**src/rtl/bseq_pkg.sv**
```systemverilog
package bseq_pkg;

    typedef enum logic [1:0] {
        ST_IDLE = 2'd0,
        ST_LEAD = 2'd1,
        ST_HOLD = 2'd2,
        ST_DATA = 2'd3
    } bseq_state_e;

    localparam logic [1:0] TT_ADDR_ONLY = 2'b00;
    localparam logic [1:0] TT_NONSEQ    = 2'b10;
    localparam logic [1:0] TT_SEQ       = 2'b11;

    localparam logic [1:0] BL_SINGLE    = 2'b00;
    localparam logic [1:0] BL_LINE      = 2'b01;

    localparam int unsigned KIND_BURST_BIT = 1;
    localparam int unsigned KIND_WRITE_BIT = 0;

endpackage

```
**src/rtl/bseq_wrap_inc.sv**
```systemverilog
module bseq_wrap_inc #(
    parameter int unsigned AW         = 32,
    parameter int unsigned BEATS      = 4,
    parameter int unsigned WORD_BYTES = 4
) (
    input  logic [AW-1:0] addr_i,
    output logic [AW-1:0] addr_o
);
    localparam int unsigned OFF_LSB = $clog2(WORD_BYTES);
    localparam int unsigned BEAT_W  = (BEATS > 1) ? $clog2(BEATS) : 1;
    localparam int unsigned HI_LSB  = OFF_LSB + BEAT_W;

    generate
        if (BEATS > 1) begin : g_wrap
            logic [BEAT_W-1:0] idx_d;
            always_comb begin
                idx_d  = addr_i[HI_LSB-1:OFF_LSB] + BEAT_W'(1);
                addr_o = {addr_i[AW-1:HI_LSB], idx_d, addr_i[OFF_LSB-1:0]};
            end
        end else begin : g_pass
            always_comb addr_o = addr_i;
        end
    endgenerate

endmodule

```
**src/rtl/bseq_beat_ctr.sv**
```systemverilog
module bseq_beat_ctr #(
    parameter int unsigned BEATS = 4
) (
    input  logic                     clk,
    input  logic                     rst_n,
    input  logic                     clear_i,
    input  logic                     adv_i,
    output logic [((BEATS > 1) ? $clog2(BEATS) : 1)-1:0] beat_o,
    output logic                     last_o
);
    localparam int unsigned BEAT_W = (BEATS > 1) ? $clog2(BEATS) : 1;
    localparam logic [BEAT_W-1:0] LAST_IDX = BEAT_W'(BEATS - 1);

    logic [BEAT_W-1:0] beat_d, beat_q;

    always_comb begin
        beat_d = beat_q;
        if (clear_i) begin
            beat_d = '0;
        end else if (adv_i && (beat_q != LAST_IDX)) begin
            beat_d = beat_q + BEAT_W'(1);
        end
    end

    always_ff @(posedge clk) begin
        if (!rst_n) begin
            beat_q <= '0;
        end else begin
            beat_q <= beat_d;
        end
    end

    assign beat_o = beat_q;
    assign last_o = (beat_q == LAST_IDX);

    a_r4_beat_stops_at_last: assert property (@(posedge clk) disable iff (!rst_n)
        (last_o && !clear_i) |=> last_o)
        else $error("beat counter left the last beat without a clear");

endmodule

```
**src/rtl/bseq_top.sv**
```systemverilog
module bseq_top
    import bseq_pkg::*;
#(
    parameter int unsigned AW         = 32,
    parameter int unsigned BEATS      = 4,
    parameter int unsigned WORD_BYTES = 4
) (
    input  logic          clk,
    input  logic          rst_n,
    input  logic          req_valid,
    input  logic [1:0]    req_kind,
    input  logic [AW-1:0] req_addr,
    output logic          req_ready,
    input  logic          bus_grant,
    input  logic          bus_wait,
    output logic [1:0]    xfer_type,
    output logic [AW-1:0] xfer_addr,
    output logic          xfer_write,
    output logic [1:0]    burst_len,
    output logic          ahead_strobe,
    output logic          done
);
    localparam int unsigned OFF_LSB = $clog2(WORD_BYTES);
    localparam int unsigned BEAT_W  = (BEATS > 1) ? $clog2(BEATS) : 1;
    localparam int unsigned HI_LSB  = OFF_LSB + BEAT_W;

    typedef struct packed {
        bseq_state_e   st;
        logic [AW-1:0] addr;
        logic          write;
        logic          burst;
        logic          done;
    } ctl_t;

    ctl_t ctl_d, ctl_q;

    logic              ctr_clear, ctr_adv;
    logic [BEAT_W-1:0] beat_idx;
    logic              beat_last;
    logic [AW-1:0]     addr_next;
    logic              unused_lsbs;

    assign unused_lsbs = ^req_addr[OFF_LSB-1:0];

    bseq_wrap_inc #(
        .AW         (AW),
        .BEATS      (BEATS),
        .WORD_BYTES (WORD_BYTES)
    ) u_inc (
        .addr_i (ctl_q.addr),
        .addr_o (addr_next)
    );

    bseq_beat_ctr #(
        .BEATS (BEATS)
    ) u_ctr (
        .clk     (clk),
        .rst_n   (rst_n),
        .clear_i (ctr_clear),
        .adv_i   (ctr_adv),
        .beat_o  (beat_idx),
        .last_o  (beat_last)
    );

    always_comb begin
        ctl_d      = ctl_q;
        ctl_d.done = 1'b0;
        ctr_clear  = 1'b0;
        ctr_adv    = 1'b0;
        unique case (ctl_q.st)
            ST_IDLE: begin
                if (req_valid) begin
                    ctl_d.st    = ST_LEAD;
                    ctl_d.addr  = {req_addr[AW-1:OFF_LSB], {OFF_LSB{1'b0}}};
                    ctl_d.write = req_kind[KIND_WRITE_BIT];
                    ctl_d.burst = req_kind[KIND_BURST_BIT];
                    ctr_clear   = 1'b1;
                end
            end
            ST_LEAD: begin
                ctl_d.st = bus_grant ? ST_DATA : ST_HOLD;
            end
            ST_HOLD: begin
                if (bus_grant) begin
                    ctl_d.st = ST_LEAD;
                end
            end
            ST_DATA: begin
                if (!bus_wait) begin
                    if (!ctl_q.burst || beat_last) begin
                        ctl_d.st   = ST_IDLE;
                        ctl_d.done = 1'b1;
                    end else begin
                        ctl_d.addr = addr_next;
                        ctr_adv    = 1'b1;
                    end
                end
            end
            default: ctl_d.st = ST_IDLE;
        endcase
    end

    always_ff @(posedge clk) begin
        if (!rst_n) begin
            ctl_q <= '{st: ST_IDLE, addr: '0, write: 1'b0, burst: 1'b0, done: 1'b0};
        end else begin
            ctl_q <= ctl_d;
        end
    end

    always_comb begin
        if (ctl_q.st == ST_DATA) begin
            xfer_type = (beat_idx == '0) ? TT_NONSEQ : TT_SEQ;
        end else begin
            xfer_type = TT_ADDR_ONLY;
        end
    end

    assign xfer_addr    = ctl_q.addr;
    assign xfer_write   = ctl_q.write;
    assign burst_len    = (ctl_q.st != ST_IDLE && ctl_q.burst) ? BL_LINE : BL_SINGLE;
    assign ahead_strobe = (ctl_q.st == ST_LEAD);
    assign done         = ctl_q.done;
    assign req_ready    = (ctl_q.st == ST_IDLE);


    a_r1_no_reserved_code: assert property (@(posedge clk) disable iff (!rst_n)
        xfer_type != 2'b01)
        else $error("reserved transfer type driven");


    a_r5_strobe_addr_only: assert property (@(posedge clk) disable iff (!rst_n)
        ahead_strobe |-> (xfer_type == TT_ADDR_ONLY))
        else $error("strobe outside an address-only cycle");


    a_r6_grant_starts_data: assert property (@(posedge clk) disable iff (!rst_n)
        (ahead_strobe && bus_grant) |=> (xfer_type == TT_NONSEQ))
        else $error("granted lead cycle not followed by nonsequential beat");


    a_r7_no_grant_backs_off: assert property (@(posedge clk) disable iff (!rst_n)
        (ahead_strobe && !bus_grant) |=> (!ahead_strobe && xfer_type == TT_ADDR_ONLY))
        else $error("ungranted lead cycle did not back off");


    a_r8_wait_holds: assert property (@(posedge clk) disable iff (!rst_n)
        (xfer_type != TT_ADDR_ONLY && bus_wait) |=>
            ($stable(xfer_type) && $stable(xfer_addr) && !ahead_strobe))
        else $error("data cycle changed under wait");


    a_r4_seq_wraps: assert property (@(posedge clk) disable iff (!rst_n)
        (xfer_type == TT_SEQ && !$past(bus_wait)) |->
            (xfer_addr[AW-1:HI_LSB] == $past(xfer_addr[AW-1:HI_LSB]) &&
             xfer_addr[HI_LSB-1:OFF_LSB] == BEAT_W'($past(xfer_addr[HI_LSB-1:OFF_LSB]) + 1'b1)))
        else $error("sequential address not the wrapped increment");


    a_r9_done_single_cycle: assert property (@(posedge clk) disable iff (!rst_n)
        done |=> !done)
        else $error("done held longer than one cycle");

endmodule

```
**config.mk**
```make
export PLATFORM = sky130hd
export DESIGN_NAME = bseq_top
export DESIGN_NICKNAME = d
export VERILOG_FILES = /design/src/rtl/bseq_pkg.sv /design/src/rtl/bseq_wrap_inc.sv /design/src/rtl/bseq_beat_ctr.sv /design/src/rtl/bseq_top.sv
export SDC_FILE = /design/constraint.sdc
export NUM_CORES = 1
export LEC_CHECK = 0
export BUFFER_PORTS_ARGS = -buffer_cell sky130_fd_sc_hd__buf_2
export CORE_MARGIN = 2
export CORE_UTILIZATION = 46
export CTS_CLUSTER_DIAMETER = 40
export DETAILED_ROUTE_END_ITERATION = 16
export PLACE_DENSITY = 0.79
export SYNTH_ARGS = -nofsm -noshare
export SYNTH_HDL_FRONTEND = slang
export SYNTH_SLANG_ARGS = --single-unit
```
**constraint.sdc**
```tcl
create_clock -name clk -period 1.9 [get_ports clk]
set_clock_uncertainty 0.05 [all_clocks]
set_input_delay 0.38 -clock clk [delete_from_list [all_inputs] [get_ports clk]]
set_output_delay 0.38 -clock clk [all_outputs]
set_load 0.01 [all_outputs]
```
==> metrics.md <==
| Metric | Value |
|---|---|
| Status | finished, final reports clean |
| CTS max path bufs | 2 |
| Synth area leaders | dfxtp_1, buf_4, nand2_1, a21oi_1, buf_6 |
| Sequential fraction of the synthesis area | 0.426 |
| R2R Path Start | ctl_q[35] |
| Flops & latches, synth | 37 |
| Setup TNS | 0 ns |
| Fin crit share | 0.885 |
| Critical path startpoint category | register |
| Tot Pwr | approximately 1.8 mW |
| Detailed-route wire length per cell | ~11 microns |
| Fmax | just under 0.6 GHz |
| Die area | roughly 0.0043 sq mm |
| Layout cell share with drive strength beyond 1 | 0.351 |
| Worst Hold Launch | req_addr[14] |
| ANT cells | 0 |
| WP data arrival | ~1.3 ns |
| Pwr Density | between 800 and 900 mW/mm^2 |
| Hold bufs inserted after CTS | 0 |
| Synth cell types | 34 |
| Area added between synthesis and finish | 15.4% |
| # rows | 22 |
| Tmin final | 1.68 ns |
| Worst Hold Slack | ~0.28 ns |
| CORE AREA | between 0.003 and 0.004 sq mm |
| Inserted Clock Buffers | 5 |
| Leading area contributor after synthesis | dfxtp_1 |
| Largest net degree at the start of global routing | 20 |
| HPWL after DPL | between 2 and 2.5 mm |
| Post-CTS resize count | 0 |
| Design area | about 0.002 sq mm |
| Mapped Cells | 220 |
| Die width | 65.5 microns |
| Port Buffer Count | 73 |
| RSZ-0062 raised after global routing | no |
| Most common cell in the synthesized netlist | nand2_1 |
| Setup Buffers After CTS | 0 |
| CP Max Fanout | 10 |
| Synth Cell Area | 0.00174 sq mm |
| CTS tree | yes |
| CTS root buffer | clkbuf_8 |
| Maximum vdd drop | between 0.5 and 0.6 mV |
| Die height | 65.5 microns |
| # DRC | 0 |
| Clock H-tree levels | 2 |
| Fillers | roughly 360 |
| Initial antenna violation count | 0 |
| Mapped Avg Cell Area | approximately 7.9 sq um |
| GR Overflow Total | 0 |
| End of the worst hold path | xfer_addr[14] |
| Clk pin slew, worst setup/hold paths | about 0.07 ns |
| Drt first pass iters | 4 |
| Syn. warnings | 0 |
| Clk Latency, worst-skew pair | ~0.28 ns |
| Slew Limit Fails | 0 |
| Final Hold Violating Endpoints | 0 |
| IO Pins | between 70 and 80 |
| R2r setup slk | 0.51 ns |
| Vias in the first global route | between 1000 and 1500 |
| Final setup viols | 0 |
| Final net count | 305 |
| HP Class | input pin to register |
| Dpl cell area | 0.00191 sq mm |
| CTS Sinks | 37 |
| Drt total wl | about 3.4 mm |
| Most used DFF post-synth | dfxtp_1 |
| Initial Utilization | 0.475 |
| DRT iter0 DRCs | 68 |
| Hold Path Cell Cnt | 3 |
| Number of enable flip-flop cells after synthesis | 0 |
| Via Count | 1472 |
| Leakage power | 0.964 nW |
| Crit path required time | 1.47 ns |
| Synth top area share | 0.426 |
| FF-to-FF End | xfer_addr[3] |
| Gp weighted congestion | approximately 0.8 |
| Async set-reset flop share out of synthesis | 0 |
| Tot GR Track Use | 0.162 |
| Via density per instance | approximately 4.7 |
| Worst Setup Path Type | register to output pin |
| Max-cap violation count | 0 |
| Antenna Nets Post-Route | 0 |
| Synth top cells by count | nand2_1, dfxtp_1, a21oi_1 |
| Final core utilization | 0.548 |
| Critical Path End Type | output pin |
| Global-route wire length before repair | 5.40 mm |
| Worst reg2reg path depth | 4 |
[layout by cell type, fill, tap and decap left out, types with 2 or more instances in the layout]
cell	synthesis	final
buf_2	5	73
nand2_1	63	63
dfxtp_1	37	37
a21oi_1	34	34
buf_4	33	8
clkbuf_8	0	7
inv_1	6	6
nor2_1	3	3
conb_1	1	3
nor2b_1	2	2
nor4_1	2	2
nand3_1	2	2
o21ai_0	2	2
o31ai_1	2	2
a211oi_1	2	2
ha_1	2	2
[registers in the layout, indices dropped and copies added, names as in the netlist]
| name | count |
|---|---|
| ctl_q | 3 |
| done | 1 |
| u_ctr.beat_o | 2 |
| xfer_write | 1 |
| xfer_addr | 30 |
[how the worst max path moves through the flow]
stage                         endpoint  slack (ns)  cells after the start  startpoint
after floorplan               ctl_q[1]        0.57                      6   ctl_q[36]
after global placement    xfer_addr[2]        0.42                      5   req_valid
after detailed placement  xfer_addr[2]        0.41                      5   req_valid
after CTS                 xfer_type[0]        0.23                      4   ctl_q[35]
after global routing      xfer_type[0]        0.17                      4   ctl_q[35]
final                     xfer_type[0]        0.22                      4   ctl_q[35]
[stage by stage]
| step | setup slack [ns] | cells |
|---|---|---|
| finish | 0.219 | 313 |
| global route | 0.167 | 313 |
| CTS | 0.226 | 313 |
| global placement | 0.421 | 305 |
| floorplan | 0.566 | 222 |
| detailed placement | 0.410 | 305 |
[cells by family (layout without fill, tap and decap cells)]
kind of cell,after synthesis,after routing,share of synthesized area
buffers and inverters,53,96,0.206
DFF,37,37,0.426
AOI/OAI and AO/OA,45,45,0.145
other,1,3,0.00216
and+or+nand+nor,82,82,0.206
adders and majority gates,2,2,0.0144
[layout make-up]
class | instances | area (sq um) | area share
sequential | 37 | 741 | 0.369
multi-input combinational | 132 | 653 | 0.325
timing repair buffer | 81 | 425 | 0.212
clock buffer | 7 | 96.3 | 0.0480
tap | 48 | 60.1 | 0.0299
inverter | 7 | 26.3 | 0.0131
clock inverter | 1 | 5.00 | 0.00249
[routing by layer]
metal	GRT usage	wire (microns)	vias to the layer above
li1	-	-	763
met1	0.191	1510	653
met2	0.283	1600	52
met3	0.0428	215	4
met4	0.0547	28	0
met5	0	0	-
[worst max-delay path, cell delays in order, from the launching register on]
cell and delay (ns):
dfxtp_1 0.40, buf_4 0.19, nand2_1 0.12, nor2_1 0.11, buf_2 0.14
[where the power goes]
| part | internal, mW | switching (mW) | leakage [nW] |
|---|---|---|---|
| clock network | 0.328 | 0.258 | 0.0542 |
| logic | 0.137 | 0.180 | 0.607 |
| registers | 0.830 | 0.0286 | 0.303 |
Note: power is estimated with default switching activity, not from simulation.
